[src/rtl/lldma_pkg.sv]
package lldma_pkg;

    typedef enum logic [1:0] {
        ST_IDLE  = 2'd0,
        ST_READ  = 2'd1,
        ST_WRITE = 2'd2,
        ST_FETCH = 2'd3
    } lldma_state_e;

    localparam int SW_LSB    = 18;
    localparam int DW_LSB    = 21;
    localparam int SINC_BIT  = 26;
    localparam int DINC_BIT  = 27;
    localparam int NOTIFY_BIT = 31;
    localparam int EN_BIT    = 0;
    localparam int HALT_BIT  = 18;

    localparam logic [2:0] SEL_SRC  = 3'd0;
    localparam logic [2:0] SEL_DST  = 3'd1;
    localparam logic [2:0] SEL_PTR  = 3'd2;
    localparam logic [2:0] SEL_CTRL = 3'd3;
    localparam logic [2:0] SEL_CFG  = 3'd4;

    // Fetch step k reads these byte offsets; the pointer word comes last
    // so the base address stays valid for the whole fetch.
    function automatic logic [3:0] desc_offset(input logic [1:0] k);
        unique case (k)
            2'd0:    return 4'd0;
            2'd1:    return 4'd4;
            2'd2:    return 4'd12;
            default: return 4'd8;
        endcase
    endfunction

endpackage

[src/rtl/lldma_regs.sv]
module lldma_regs
    import lldma_pkg::*;
#(
    parameter int ADDR_W = 32,
    parameter int CNT_W  = 12
) (
    input  logic              clk,
    input  logic              rst_n,
    input  logic              wr_en,
    input  logic [2:0]        wr_sel,
    input  logic [31:0]       wr_data,
    input  logic              src_step,
    input  logic              elem_done,
    input  logic              en_clear,
    input  logic              desc_we,
    input  logic [1:0]        desc_idx,
    input  logic [31:0]       desc_data,
    output logic [ADDR_W-1:0] src_r,
    output logic [ADDR_W-1:0] dst_r,
    output logic [ADDR_W-1:0] ptr_r,
    output logic [31:0]       ctrl_r,
    output logic [31:0]       cfg_r
);

    logic [ADDR_W-1:0] s_inc;
    logic [ADDR_W-1:0] d_inc;

    assign s_inc = ADDR_W'(1) << ctrl_r[SW_LSB +: 3];
    assign d_inc = ADDR_W'(1) << ctrl_r[DW_LSB +: 3];

    always_ff @(posedge clk) begin
        if (!rst_n) begin
            src_r  <= '0;
            dst_r  <= '0;
            ptr_r  <= '0;
            ctrl_r <= '0;
            cfg_r  <= '0;
        end else begin
            if (wr_en) begin
                unique case (wr_sel)
                    SEL_SRC:  src_r  <= wr_data[ADDR_W-1:0];
                    SEL_DST:  dst_r  <= wr_data[ADDR_W-1:0];
                    SEL_PTR:  ptr_r  <= wr_data[ADDR_W-1:0];
                    SEL_CTRL: ctrl_r <= wr_data;
                    SEL_CFG:  cfg_r  <= wr_data;
                    default:  ;
                endcase
            end
            if (src_step && ctrl_r[SINC_BIT])
                src_r <= src_r + s_inc;
            if (elem_done) begin
                if (ctrl_r[DINC_BIT])
                    dst_r <= dst_r + d_inc;
                ctrl_r[CNT_W-1:0] <= ctrl_r[CNT_W-1:0] - CNT_W'(1);
            end
            if (en_clear)
                cfg_r[EN_BIT] <= 1'b0;
            if (desc_we) begin
                unique case (desc_idx)
                    2'd0:    src_r  <= desc_data[ADDR_W-1:0];
                    2'd1:    dst_r  <= desc_data[ADDR_W-1:0];
                    2'd2:    ctrl_r <= desc_data;
                    default: ptr_r  <= desc_data[ADDR_W-1:0];
                endcase
            end
        end
    end

    // a read with the source increment flag clear leaves the source fixed
    a_r5_src_hold: assert property (@(posedge clk) disable iff (!rst_n)
        (src_step && !ctrl_r[SINC_BIT] && !desc_we && !wr_en) |=> $stable(src_r));

    // one element lowers the count by one, upper control bits kept
    a_r6_count_dec: assert property (@(posedge clk) disable iff (!rst_n)
        (elem_done && !wr_en && !desc_we) |=>
        (ctrl_r[CNT_W-1:0] == $past(ctrl_r[CNT_W-1:0]) - CNT_W'(1)) &&
        (ctrl_r[31:CNT_W] == $past(ctrl_r[31:CNT_W])));

endmodule

[src/rtl/lldma_fsm.sv]
module lldma_fsm
    import lldma_pkg::*;
(
    input  logic         clk,
    input  logic         rst_n,
    input  logic         go,
    input  logic         chan_en,
    input  logic         chan_halt,
    input  logic         cnt_nz,
    input  logic         cnt_last,
    input  logic         ptr_nz,
    input  logic         notify,
    input  logic         mem_ack,
    output lldma_state_e state,
    output logic [1:0]   fetch_idx,
    output logic         src_step,
    output logic         elem_done,
    output logic         en_clear,
    output logic         desc_we,
    output logic         tc_pulse
);

    lldma_state_e state_nx;
    logic         fetch_last;

    assign fetch_last = (fetch_idx == 2'd3);

    always_comb begin
        state_nx = state;
        unique case (state)
            ST_IDLE:  if (go && chan_en && !chan_halt && cnt_nz) state_nx = ST_READ;
            ST_READ:  if (mem_ack) state_nx = ST_WRITE;
            ST_WRITE: if (mem_ack) state_nx = (cnt_last && ptr_nz) ? ST_FETCH : ST_IDLE;
            ST_FETCH: if (mem_ack && fetch_last) state_nx = ST_IDLE;
            default:  state_nx = ST_IDLE;
        endcase
    end

    always_ff @(posedge clk) begin
        if (!rst_n) begin
            state     <= ST_IDLE;
            fetch_idx <= 2'd0;
        end else begin
            state <= state_nx;
            if (state != ST_FETCH)
                fetch_idx <= 2'd0;
            else if (mem_ack)
                fetch_idx <= fetch_idx + 2'd1;
        end
    end

    always_comb begin
        src_step  = 1'b0;
        elem_done = 1'b0;
        en_clear  = 1'b0;
        desc_we   = 1'b0;
        unique case (state)
            ST_READ:  src_step = mem_ack;
            ST_WRITE: begin
                elem_done = mem_ack;
                en_clear  = mem_ack && cnt_last && !ptr_nz;
            end
            ST_FETCH: desc_we = mem_ack;
            default:  ;
        endcase
    end

    // Completion pulse: registered, so it follows the completing edge.
    always_ff @(posedge clk) begin
        if (!rst_n)
            tc_pulse <= 1'b0;
        else
            tc_pulse <= (en_clear && notify) ||
                        (state == ST_FETCH && mem_ack && fetch_last && notify);
    end

    // a halted channel never leaves IDLE
    a_r3_halt_blocks: assert property (@(posedge clk) disable iff (!rst_n)
        (state == ST_IDLE && chan_halt) |=> state == ST_IDLE);

    // once fetching, no element starts until the fetch ends
    a_r8_fetch_whole: assert property (@(posedge clk) disable iff (!rst_n)
        (state == ST_FETCH) |=> (state == ST_FETCH || state == ST_IDLE));

    // fetch step only moves on an acknowledge
    a_r8_fetch_step: assert property (@(posedge clk) disable iff (!rst_n)
        (state == ST_FETCH && !mem_ack) |=> $stable(fetch_idx));

    // the completion pulse lasts one cycle
    a_r9_tc_single: assert property (@(posedge clk) disable iff (!rst_n)
        tc_pulse |=> !tc_pulse);

endmodule

[src/rtl/lldma_chan.sv]
module lldma_chan
    import lldma_pkg::*;
#(
    parameter int ADDR_W = 32,
    parameter int CNT_W  = 12
) (
    input  logic              clk,
    input  logic              rst_n,
    input  logic              host_we,
    input  logic [2:0]        host_sel,
    input  logic [31:0]       host_wdata,
    input  logic              go,
    output logic              mem_req,
    output logic              mem_we,
    output logic [ADDR_W-1:0] mem_addr,
    output logic [2:0]        mem_size,
    output logic [31:0]       mem_wdata,
    input  logic              mem_ack,
    input  logic [31:0]       mem_rdata,
    output logic [ADDR_W-1:0] src_q,
    output logic [ADDR_W-1:0] dst_q,
    output logic [ADDR_W-1:0] ptr_q,
    output logic [31:0]       ctrl_q,
    output logic [31:0]       cfg_q,
    output logic              tc_pulse
);

    lldma_state_e state;
    logic [1:0]   fetch_idx;
    logic         src_step, elem_done, en_clear, desc_we;
    logic         host_ok;
    logic [31:0]  elem_buf;

    assign host_ok = host_we && (state == ST_IDLE);

    lldma_regs #(.ADDR_W(ADDR_W), .CNT_W(CNT_W)) u_regs (
        .clk       (clk),
        .rst_n     (rst_n),
        .wr_en     (host_ok),
        .wr_sel    (host_sel),
        .wr_data   (host_wdata),
        .src_step  (src_step),
        .elem_done (elem_done),
        .en_clear  (en_clear),
        .desc_we   (desc_we),
        .desc_idx  (fetch_idx),
        .desc_data (mem_rdata),
        .src_r     (src_q),
        .dst_r     (dst_q),
        .ptr_r     (ptr_q),
        .ctrl_r    (ctrl_q),
        .cfg_r     (cfg_q)
    );

    lldma_fsm u_fsm (
        .clk       (clk),
        .rst_n     (rst_n),
        .go        (go),
        .chan_en   (cfg_q[EN_BIT]),
        .chan_halt (cfg_q[HALT_BIT]),
        .cnt_nz    (|ctrl_q[CNT_W-1:0]),
        .cnt_last  (ctrl_q[CNT_W-1:0] == CNT_W'(1)),
        .ptr_nz    (|ptr_q),
        .notify    (ctrl_q[NOTIFY_BIT]),
        .mem_ack   (mem_ack),
        .state     (state),
        .fetch_idx (fetch_idx),
        .src_step  (src_step),
        .elem_done (elem_done),
        .en_clear  (en_clear),
        .desc_we   (desc_we),
        .tc_pulse  (tc_pulse)
    );

    always_ff @(posedge clk) begin
        if (!rst_n)
            elem_buf <= '0;
        else if (src_step)
            elem_buf <= mem_rdata;
    end

    always_comb begin
        mem_req   = (state != ST_IDLE);
        mem_we    = (state == ST_WRITE);
        mem_wdata = elem_buf;
        unique case (state)
            ST_READ: begin
                mem_addr = src_q;
                mem_size = ctrl_q[SW_LSB +: 3];
            end
            ST_WRITE: begin
                mem_addr = dst_q;
                mem_size = ctrl_q[DW_LSB +: 3];
            end
            ST_FETCH: begin
                mem_addr = ptr_q + ADDR_W'(desc_offset(fetch_idx));
                mem_size = 3'd2;
            end
            default: begin
                mem_addr = '0;
                mem_size = 3'd0;
            end
        endcase
    end

    // the last element with a null pointer disables the channel
    a_r7_en_clear: assert property (@(posedge clk) disable iff (!rst_n)
        (state == ST_WRITE && mem_ack && ctrl_q[CNT_W-1:0] == CNT_W'(1) && ptr_q == '0)
        |=> !cfg_q[EN_BIT]);

    // host writes are dropped while a request is outstanding
    a_r2_busy_ignore: assert property (@(posedge clk) disable iff (!rst_n)
        (mem_req && host_we && host_sel == SEL_CFG && !en_clear) |=> $stable(cfg_q));

    // a request is held until it is acknowledged
    a_r4_req_hold: assert property (@(posedge clk) disable iff (!rst_n)
        (mem_req && !mem_ack) |=> (mem_req && $stable(mem_addr) && $stable(mem_we)));

endmodule

[config.mk]
export PLATFORM = sky130hd
export DESIGN_NAME = lldma_chan
export DESIGN_NICKNAME = d
export VERILOG_FILES = /design/src/rtl/lldma_pkg.sv /design/src/rtl/lldma_regs.sv /design/src/rtl/lldma_fsm.sv /design/src/rtl/lldma_chan.sv
export SDC_FILE = /design/constraint.sdc
export NUM_CORES = 1
export LEC_CHECK = 0
export BUFFER_PORTS_ARGS = -buffer_cell sky130_fd_sc_hd__buf_2
export CORE_MARGIN = 1.5
export CORE_UTILIZATION = 45
export CTS_BUF_LIST = sky130_fd_sc_hd__clkbuf_4 sky130_fd_sc_hd__clkbuf_8
export CTS_CLUSTER_DIAMETER = 30
export CTS_CLUSTER_SIZE = 25
export DETAILED_ROUTE_END_ITERATION = 7
export PLACE_DENSITY_LB_ADDON = 0.05
export SETUP_SLACK_MARGIN = 0.2
export SKIP_LAST_GASP = 1
export SYNTH_ARGS = -nofsm -noshare
export SYNTH_HDL_FRONTEND = slang
export SYNTH_SLANG_ARGS = --single-unit
export TNS_END_PERCENT = 5
[constraint.sdc]
create_clock -name clk -period 5.9 [get_ports clk]
set_input_delay 0.885 -clock clk [delete_from_list [all_inputs] [get_ports clk]]
set_output_delay 0.885 -clock clk [all_outputs]
set_load 0.05 [all_outputs]
==> flow_metrics.py, run 1 <==
metrics = {
    "run_status": {
        "status": "completed",
    },
    "clocking": {
        "root_buffer": "clkbuf_8",
        "clkTransAtPathRegs_ns": 0.11,
        "ctsHtreeMaxLevel": 4,
        "cts_made_buffers": 17,
        "hold_buffers": 0,
        "clock_latency_ns": 0.50,
        "cts.sinks": 197,
        "ctsLongestPathBuffers": 2,
        "cts_setup_buffers": 0,
        "cts_resized": 0,
        "cts_tree": "yes",
    },
    "setup_path": {
        "cp.buffers_inverters": 2,
        "endpoint_kind": "output pin",
        "crit_type": "flip-flop to output pin",
        "crit_slowest_cell": "dfxtp_1",
        "arrival_ns": 3.68,
        "cp_max_fo": 6,
        "cpMostUsedCell": "ha_1",
        "rrSetupSlack_ns": 2.48,
        "startpoint_type": "flip-flop",
        "path_delay_family": "simple AND/OR/NAND/NOR gates",
        "path_cells": "inv_1 > ha_1 > or2_2 > ha_1 > a21oi_1 > nor2_1 > nand4_1 > or3_1 > a31oi_1 > a22o_1 > buf_2",
        "reg2regPathDepth": 8,
        "crit_path_max_incr_delay_ns": 0.45,
        "critPathRequiredTime_ns": 5.02,
        "crit_cells": 11,
    },
    "global_route": {
        "grt_pass1_wl_um": 76000,
        "grt_overflow": 0,
        "grt_max_degree": 65,
        "grtUsageTotal_pct": 35.5,
        "antenna_found_initial": 0,
        "grt_pass1_vias": 12192,
    },
    "synthesis": {
        "synthMuxAreaShare_pct": 4.52,
        "netlist.area_leader.share_pct": 33.0,
        "synth.area.top_cells": "dfxtp_1 33%, nand2_1 10%, a21oi_1 6.9%, nor2_1 4.9%, mux2i_1 3.9%",
        "synth_seq_cells": 197,
        "synth-xor-area-share_pct": 4.70,
        "synth_edf_count": 0,
        "netlist_instances": 1602,
        "syn-num-nets": 1702,
        "ys_warn_count": 0,
        "async_reset_ff_share_pct": 0,
        "yosysTopAreaCell": "dfxtp_1",
        "synthSimpleGateAreaFrac_pct": 26.1,
        "synth_top_family_by_area": "simple AND/OR/NAND/NOR gates",
        "yosysSeqAreaShare_pct": 33.0,
        "synthAdderAreaFrac_pct": 3.12,
        "synth_compound_area_share_pct": 23.5,
        "synth_ff_type": "dfxtp_1",
        "avgSynthCellArea_sq_um": 7.45,
        "syn-cell-area_sq_mm": 0.0119,
        "ys_types": 73,
    },
    "timing": {
        "slew_headroom_pct": 22.5,
        "finalCriticalPeriod_ns": 4.56,
        "finClkSkew_ns": 0.0267,
        "finalHoldViolCount": 0,
        "rsz0062_at_grt": "no",
        "fmax_ghz": 0.219,
        "post-route-period-util_pct": 77.3,
        "finalSetupViolCount": 0,
        "tightest_slew_ns": 1.16,
        "setup_tns_ns": 0,
        "slew_violations": 0,
    },
    "die": {
        "core_region_area_sq_mm": 0.0261,
        "die_y_um": 166,
        "pin_count": 302,
        "rows": 59,
        "die-area_sq_mm": 0.0275,
        "initial_core_util_pct": 45.8,
        "die_width_um": 166,
    },
    "place": {
        "dp_hpwl_um": 36600,
        "dp_cells": 2134,
        "gp_congestion": 0.958,
        "io_buffer_count": 301,
    },
    "detailed_routing": {
        "wl_per_cell_um": 23.2,
        "wirelength_um": 50200,
        "ant_nets": 0,
        "vias": 13386,
        "drt_iter0_markers": 1384,
        "vias_per_cell": 6.18,
        "drc_errors": 0,
        "drt_first_pass_iters": 5,
    },
    "cells_and_area": {
        "drive_gt1_share_pct": 21.0,
        "nets": 1918,
        "fin_cells": 2166,
        "area_growth_pct": 16.9,
        "n_antenna_cell": 0,
    },
    "pwr": {
        "report.power.total_w": 0.00396,
        "p_leak_nw": 6.13,
        "powerDensity_mw_per_mm2": 284,
        "vdd_drop_max_mv": 0.198,
    },
    "hold_path": {
        "hold_class": "flip-flop to flip-flop",
        "hold_path_depth": 2,
    },
    "job": {
        "cap_violations": 0,
    },
}
[cell usage in the layout (no fill, tap or decap), drive strengths merged, types with 6 or more instances in the layout]
cell / netlist / routed
o221ai: 32 / 32
nand3: 50 / 50
a31oi: 18 / 18
nor4: 16 / 16
buf: 31 / 322
dfxtp: 197 / 197
o22ai: 6 / 6
and4: 10 / 10
a21o: 11 / 11
nor2: 157 / 157
clkinv: 0 / 8
nand2: 330 / 330
mux2i: 46 / 46
o211ai: 8 / 8
xor2: 31 / 31
clkbuf: 94 / 17
nand4: 27 / 27
xnor2: 33 / 33
nor3: 20 / 20
mux2: 7 / 7
ha: 25 / 25
inv: 20 / 27
a22o: 27 / 27
a21oi: 164 / 164
a311oi: 20 / 20
a211oi: 54 / 54
nor3b: 10 / 10
o31ai: 7 / 7
a22oi: 6 / 6
o21ai: 53 / 53
or3: 13 / 13
and2: 8 / 8
and3: 24 / 24
[path summary, 6_finish.rpt]
| check | endpoint | start |
|---|---|---|
| hold reg to reg | u_regs.cfg_r[7] | u_regs.cfg_r[7] |
| hold / removal | u_regs.cfg_r[7] | u_regs.cfg_r[7] |
| setup / recovery | mem_addr[31] | u_fsm.fetch_idx[0] |
| setup reg to reg | u_regs.dst_r[16] | u_regs.ctrl_r[21] |
[per-layer routing]
| metal | track usage [%] | part of all wire [%] |
|---|---|---|
| met5 | 0 | 0 |
| met4 | 11.9 | 3.1 |
| met3 | 8.25 | 12 |
| met2 | 50.8 | 41 |
| met1 | 52.1 | 43 |
[registers in the layout (all words and copies together), names as in the netlist]
name,count
mem_wdata,32
u_fsm.fetch_idx,2
u_fsm.state,2
u_fsm.tc_pulse,1
u_regs.cfg_r,32
u_regs.ctrl_r,32
u_regs.dst_r,32
u_regs.ptr_r,32
u_regs.src_r,32
[metrics by stage]
stage	area (sq um)	hold slack (ns)	worst slack (ns)	utilization, %
after CTS	14000	0.462	1.33	53.5
after floorplan	11900	0.435	1.68	-
after global routing	14000	0.473	1.11	53.5
final	14000	0.460	1.34	53.5
after global placement	13500	0.439	1.97	51.8
after detailed placement	13500	0.444	1.87	51.8
[worst min-delay path, cell delays in order (launching register included)]
cell,delay [ns]
dfxtp_1,0.32
nand2_1,0.05
a21oi_1,0.05
[power breakdown]
| group | switching [W] | internal [W] | total [W] |
|---|---|---|---|
| clock network | 0.000629 | 0.000342 | 0.000971 |
| logic | 0.00105 | 0.000357 | 0.00141 |
| registers | 0.000147 | 0.00143 | 0.00157 |
[logic make-up (layout without fill, tap and decap cells)]
group | count (synthesis) | after routing
flops | 197 | 197
simple gates | 687 | 687
mux | 53 | 53
fa+ha+maj | 28 | 28
buf+inv | 145 | 374
compound gates | 428 | 428
xor+xnor | 64 | 64
[cells in the mapped netlist, types with 5 or more instances]
library cell and instances:
o211ai_1 8, inv_1 19, a22oi_1 6, and4_1 10, clkbuf_1 94, buf_2 19
mux2_2 7, ha_1 25, a31oi_1 18, xnor2_1 33, a21o_1 11, o221ai_1 32
xor2_1 31, or3_1 13, nand4_1 26, buf_1 7, nand3_1 50, a21oi_1 164
dfxtp_1 197, o21ai_0 50, a211oi_1 51, a311oi_1 20, o22ai_1 6, nor4_1 14
and3_1 23, and2_1 6, and3b_1 5, nor3_1 19, mux2i_1 46, a22o_1 26
nand2_1 330, nor2_1 156, o31ai_1 7, nor3b_1 7
[layout make-up]
type / instances / area (sq um)
Fill cell: 2604 / 12100
Multi-Input combinational cell: 1260 / 7400
Sequential cell: 197 / 3950
Timing Repair Buffer: 322 / 1660
Tap cell: 335 / 419
Clock buffer: 17 / 234
Clock inverter: 15 / 211
Inverter: 20 / 77.6
Note: power is estimated with default switching activity, not from simulation.
==> run 2: changes to the inputs <==
ABC_AREA = 1   (was unset)
clock period = 3.7 ns   (was 5.9 ns; I/O delays follow)
==> run 2 against run 1 <==
Global-route usage grew 2.6 points. First-iteration DRC count grew 46%. Via count grew 21%. Design area grew 13%. Clock skew shrank 0.00055 ns. Utilization grew 1.1 points. Sequential share of layout area shrank 3.2 points. Register-to-register slack lost 1.7 ns. Critical endpoint is now mem_addr[16].
==> flow_metrics.py, run 2 <==
metrics = {
    "synthesis": {
        "synth_ff_type": "dfxtp_1",
        "synth_seq_cells": 197,
        "syn-cell-area_sq_mm": 0.0133,
        "yosysSeqAreaShare_pct": 29.7,
        "yosysTopAreaCell": "dfxtp_1",
        "avgSynthCellArea_sq_um": 6.14,
        "netlist.area_leader.share_pct": 29.7,
        "yosys-top-cells-count": "433 x nand2_1, 329 x inv_1, 307 x o21ai_0, 269 x a21oi_1, 197 x dfxtp_1",
        "synth_edf_count": 0,
        "yosysMostFrequentCell": "nand2_1",
        "syn-num-nets": 2261,
        "ys_types": 45,
        "async_reset_ff_share_pct": 0,
        "netlist_instances": 2161,
        "ys_warn_count": 0,
        "synth.area.top_cells": "dfxtp_1 30%, nand2_1 12%, o21ai_0 12%, a21oi_1 10%, inv_1 9.3%",
    },
    "setup_path": {
        "cp.buffers_inverters": 6,
        "reg2regPathDepth": 12,
        "cpMostUsedCell": "inv_2",
        "path_delay_family": "adder cells",
        "crit_slowest_cell": "dfxtp_4",
        "crit_path_max_incr_delay_ns": 0.39,
        "startpoint_type": "flip-flop",
        "path_cells": "inv_4 > ha_4 > ha_4 > inv_2 > fa_2 > inv_2 > nand3_4 > nor2_4 > inv_2 > nor3_4 > buf_4 > nand2_1 > nand3_1 > o221ai_1 > buf_4",
        "arrival_ns": 3.03,
        "reg2reg_to": "u_regs.dst_r[20]",
        "cp_max_fo": 4,
        "endpoint_kind": "output pin",
        "crit_type": "flip-flop to output pin",
        "rrSetupSlack_ns": 0.82,
        "reg2reg_from": "u_regs.ctrl_r[21]",
        "critPathRequiredTime_ns": 3.14,
    },
    "pwr": {
        "vdd_drop_max_mv": 0.255,
        "powerDensity_mw_per_mm2": 369,
        "p_leak_nw": 7.73,
    },
    "place": {
        "dp_cells": 2763,
        "place_area_sq_mm": 0.0150,
        "dp_hpwl_um": 45800,
        "gp_congestion": 1.00,
        "io_buffer_count": 301,
        "pre_cts_slack_ns": 0.113,
    },
    "hold_path": {
        "hold_path_depth": 3,
        "hold_class": "primary input to flip-flop",
        "hold_path_end": "u_regs.dst_r[29]",
        "holdCritStartpoint": "mem_rdata[29]",
    },
    "timing": {
        "rsz0062_at_grt": "yes",
        "setup_ws_ns": 0.113,
        "finClkSkew_ns": 0.0261,
        "finalCriticalPeriod_ns": 3.59,
        "slew_violations": 0,
        "slew_headroom_pct": 33.1,
        "tightest_slew_ns": 0.998,
        "fmax_ghz": 0.279,
        "finalSetupViolCount": 0,
        "finalHoldViolCount": 0,
        "post-route-period-util_pct": 96.9,
    },
    "global_route": {
        "grt_overflow": 0,
        "antenna_found_initial": 4,
        "grt_pass1_wl_um": 88100,
        "grtUsageTotal_pct": 38.1,
        "grt_pass1_vias": 14515,
        "grt_max_degree": 66,
    },
    "clocking": {
        "cts_made_buffers": 17,
        "root_buffer": "clkbuf_8",
        "clkTransAtPathRegs_ns": 0.13,
        "cts.sinks": 197,
        "hold_buffers": 0,
        "cts_tree": "yes",
        "clock_latency_ns": 0.52,
        "ctsHtreeMaxLevel": 4,
        "ctsLongestPathBuffers": 2,
    },
    "cells_and_area": {
        "n_antenna_cell": 0,
        "drive_gt1_share_pct": 18.5,
        "nets": 2506,
        "final_area_sq_mm": 0.0158,
        "final_common_cell": "nand2_1",
        "fin_cells": 2803,
        "fin_util_pct": 54.6,
        "layout_common_cells": "426 x nand2_1, 323 x inv_1, 304 x o21ai_0",
        "area_growth_pct": 18.8,
        "fillers": 3044,
    },
    "detailed_routing": {
        "drt_first_pass_iters": 6,
        "vias_per_cell": 5.76,
        "wirelength_um": 59600,
        "drt_iter0_markers": 2018,
        "ant_nets": 0,
        "vias": 16153,
        "drc_errors": 0,
        "wl_per_cell_um": 21.2,
    },
    "run_status": {
        "status": "completed",
    },
    "die": {
        "die_width_um": 175,
        "rows": 62,
        "pin_count": 302,
        "die_y_um": 175,
        "die-area_sq_mm": 0.0305,
        "core_region_area_sq_mm": 0.0289,
        "initial_core_util_pct": 46.0,
    },
    "job": {
        "cap_violations": 0,
    },
}
## run 2: changes by cell type after synthesis, moves of 51 or more
cell	previous run	this run
a211oi_1	51	0
a21oi_1	164	269
inv_1	19	329
nand2_1	330	433
nand3_1	50	170
o21ai_0	50	307
## run 2: worst register-to-register path, cell delays in order, from the launching register on
cell     delay, ns
dfxtp_1       0.68
inv_1         0.23
nor3_1        0.32
fa_1          0.25
nand2_1       0.10
a21oi_1       0.31
nand3_1       0.15
nand2_1       0.26
nand2_1       0.12
nand2_1       0.07
nand2_1       0.04
o21ai_0       0.15
a21oi_1       0.08
## run 2: layer usage
layer / track usage, % / share of wire (%)
met2: 57.0 / 42
met3: 6.46 / 11
met1: 54.5 / 44
met5: 0 / 0
met4: 14.4 / 3.7
## run 2: area by class of cell
type | count | area (sq um) | share of cell area [%]
Inverter | 344 | 1300 | 8.22
Clock buffer | 17 | 234 | 1.48
Timing Repair Buffer | 332 | 1810 | 11.5
Tap cell | 384 | 480 | 3.05
Clock inverter | 15 | 230 | 1.46
Multi-Input combinational cell | 1514 | 7770 | 49.3
Sequential cell | 197 | 3950 | 25.0
## run 2: how the worst max path moves through the flow
stage                        from      endpoint  slack, ns  depth (start not counted)
5_1_grt        u_fsm.fetch_idx[1]  mem_addr[30]       0.02                         15
3_5_place_dp   u_fsm.fetch_idx[0]  mem_addr[30]       0.11                         15
3_3_place_gp   u_fsm.fetch_idx[0]  mem_addr[30]       0.19                         15
4_1_cts        u_fsm.fetch_idx[0]  mem_addr[20]       0.06                         19
2_1_floorplan  u_fsm.fetch_idx[0]   mem_addr[5]      -0.15                         10
6_report       u_fsm.fetch_idx[0]  mem_addr[16]       0.11                         15
## run 2: logic make-up (layout without fill, tap and decap cells)
logic type,after synthesis,in the layout,share of synthesized area (%)
buf+inv,450,708,13.4
simple gates,818,818,27.4
xor+xnor,8,8,0.528
compound gates,660,660,26.1
fa+ha+maj,28,28,2.81
flops,197,197,29.7
## run 2: where the power goes
| group | total [W] | switching [W] | internal (W) |
|---|---|---|---|
| Combinational | 0.00176 | 0.00135 | 0.000410 |
| Clock | 0.00165 | 0.000987 | 0.000660 |
| Sequential | 0.00242 | 0.000154 | 0.00226 |
## run 2: repair_timing
action / in CTS / in global routing
setup buffers: 7 / 1
resized for setup: 53 / 30
cloned: 0 / 0
pin swaps: 17 / 14
endpoints found under the setup margin: 23 / 24
## run 2: stage by stage
stage	TNS [ns]	hold WS (ns)	power (W)
2_1_floorplan	-0.149	0.435	0.00365
3_3_place_gp	0	0.503	0.00417
3_5_place_dp	0	0.519	0.00417
4_1_cts	0	0.315	0.00580
5_1_grt	0	0.338	0.00604
6_report	0	0.341	0.00582
==> run 3: changes to the inputs <==
==> constraint.sdc (replaced) <==
create_clock -name clk -period 3.7 [get_ports clk]
set_input_delay 0.185 -clock clk [delete_from_list [all_inputs] [get_ports clk]]
set_output_delay 0.185 -clock clk [all_outputs]
set_load 0.05 [all_outputs]
==> run 3 against run 2 <==
Sequential power about the same. Global-route usage up 0.21 points. Routed wire length up 0.47%. Die area unchanged. Setup slack better by 0.23 ns. Worst hold slack worse by 0.33 ns. Utilization down 0.35 points. Via count down 0.20%. Largest power group unchanged. Cell count up 0.21%. Non-clock buffer count up 6. Combinational power about the same.
==> flow_metrics.py, run 3 (synthesis gave the netlist of run 2 again) <==
metrics = {
    "setup_path": {
        "endpoint_kind": "output pin",
        "crit_slowest_cell": "dfxtp_4",
        "crit_path_max_incr_delay_ns": 0.37,
        "cp_max_fo": 5,
        "path_cells": "buf_4 > ha_1 > nor2_2 > inv_1 > ha_1 > nand3_1 > nand2_2 > nand2_1 > nor2_2 > nand3_2 > inv_1 > nand2_1 > nand3_1 > o221ai_1 > buf_2",
        "crit_type": "flip-flop to output pin",
        "arrival_ns": 3.17,
        "worstSetupStartpoint": "u_fsm.fetch_idx[0]",
        "critPathRequiredTime_ns": 3.51,
        "startpoint_type": "flip-flop",
        "reg2reg_from": "u_regs.ctrl_r[19]",
    },
    "die": {
        "initial_core_util_pct": 46.0,
        "rows": 62,
        "core_region_area_sq_mm": 0.0289,
        "die-area_sq_mm": 0.0305,
        "die_y_um": 175,
        "pin_count": 302,
        "die_width_um": 175,
    },
    "cells_and_area": {
        "layout_common_cells": "431 x nand2_1, 325 x inv_1, 305 x o21ai_0",
        "fin_util_pct": 54.3,
        "final_common_cell": "nand2_1",
        "area_growth_pct": 18.1,
        "drive_gt1_share_pct": 17.3,
        "n_antenna_cell": 0,
        "nets": 2512,
    },
    "pwr": {
        "combPwrFrac_pct": 30.8,
        "p_leak_nw": 7.69,
        "vdd_drop_max_mv": 0.255,
        "seq_power_share_pct": 42.1,
        "power_switching_share_pct": 44.1,
        "p_switching_w": 0.00253,
        "clock_power_share_pct": 27.1,
        "powerDensity_mw_per_mm2": 367,
        "internal-power_w": 0.00321,
    },
    "timing": {
        "rsz0062_at_grt": "yes",
        "slew_violations": 0,
        "finClkSkew_ns": 0.0208,
        "fmax_ghz": 0.298,
        "tightest_slew_ns": 1.29,
        "finalHoldViolCount": 0,
        "slew_headroom_pct": 14.1,
        "post-route-period-util_pct": 90.6,
        "setup_tns_ns": 0,
        "finalCriticalPeriod_ns": 3.35,
        "finalSetupViolCount": 0,
    },
    "clocking": {
        "clkTransAtPathRegs_ns": 0.13,
        "cts_made_buffers": 17,
        "clock_latency_ns": 0.51,
        "cts.sinks": 197,
        "root_buffer": "clkbuf_8",
        "ctsLongestPathBuffers": 2,
        "ctsHtreeMaxLevel": 4,
        "cts_tree": "yes",
    },
    "detailed_routing": {
        "ant_nets": 0,
        "drt_first_pass_iters": 6,
        "drc_errors": 0,
        "vias": 16120,
        "vias_per_cell": 5.74,
        "drt_iter0_markers": 1921,
        "wl_per_cell_um": 21.3,
        "wirelength_um": 59800,
    },
    "global_route": {
        "grt_pass1_vias": 14447,
        "antenna_found_initial": 1,
        "grt_max_degree": 67,
        "grt_overflow": 0,
        "grt_pass1_wl_um": 88800,
        "grtUsageTotal_pct": 38.3,
    },
    "place": {
        "dp_hpwl_um": 45700,
        "gp_congestion": 0.979,
        "io_buffer_count": 301,
    },
    "hold_path": {
        "hold_class": "primary input to flip-flop",
        "holdCritStartpoint": "host_wdata[5]",
    },
    "run_status": {
        "status": "completed",
    },
    "job": {
        "cap_violations": 0,
    },
}
[run 3: through the flow]
step	instance area, sq um	cells	setup WS, ns	hold slack [ns]	power (W)
after detailed placement	14900	2758	0.472	0.513	0.00418
after floorplan	13300	2161	0.212	0.320	0.00365
after global routing	15700	2809	0.190	0.00464	0.00595
after CTS	15500	2804	0.182	0.000715	0.00570
after global placement	14900	2758	0.532	0.507	0.00416
final	15700	2809	0.347	0.0152	0.00575
[run 3: path summary, 6_finish.rpt]
kind,to,slack (ns),cells after the start
worst max-delay path,mem_addr[15],0.35,15
worst min-delay path,u_regs.ctrl_r[5],0.02,3
worst max register to register,u_regs.src_r[21],0.81,14
worst min register to register,u_fsm.tc_pulse,0.53,2
[run 3: cell type report]
cell class / instances / area, sq um
Clock buffer: 17 / 234
Clock inverter: 15 / 189
Fill cell: 3044 / 13200
Inverter: 344 / 1290
Multi-Input combinational cell: 1514 / 7650
Sequential cell: 197 / 3950
Tap cell: 384 / 480
Timing Repair Buffer: 338 / 1870
[run 3: worst max-delay path, delay by kind of cell (launching register included)]
family | cells | cell delay, ns
AO/OA/AOI/OAI | 1 | 0.19
adder cells (fa/ha/maj) | 2 | 0.49
buffers and inverters | 4 | 0.64
flip-flops | 1 | 0.37
AND/OR/NAND/NOR | 8 | 0.97
[run 3: what timing repair did]
item	CTS	global route
hold endpoints to repair	14	1
pin swaps	2	9
setup buffers	0	4
setup endpoints to repair	12	20
resized for setup	18	26
hold buffers	14	1
[run 3: power by group through the flow]
| stage | logic [W] | clock network, W | registers (W) |
|---|---|---|---|
| 6_report | 0.00177 | 0.00156 | 0.00242 |
| 5_1_grt | 0.00189 | 0.00163 | 0.00244 |
| 4_1_cts | 0.00174 | 0.00155 | 0.00241 |
| 3_5_place_dp | 0.00172 | 0 | 0.00246 |
| 3_3_place_gp | 0.00170 | 0 | 0.00246 |
| 2_1_floorplan | 0.000773 | 0 | 0.00288 |
[run 3: per-layer routing]
layer	track usage [%]	part of all wire (%)	vias to the layer above
met5	0	0	-
met4	13.4	3.5	0
met3	8.27	12	114
met2	57.0	42	945
met1	54.4	42	7398
li1	-	-	7663
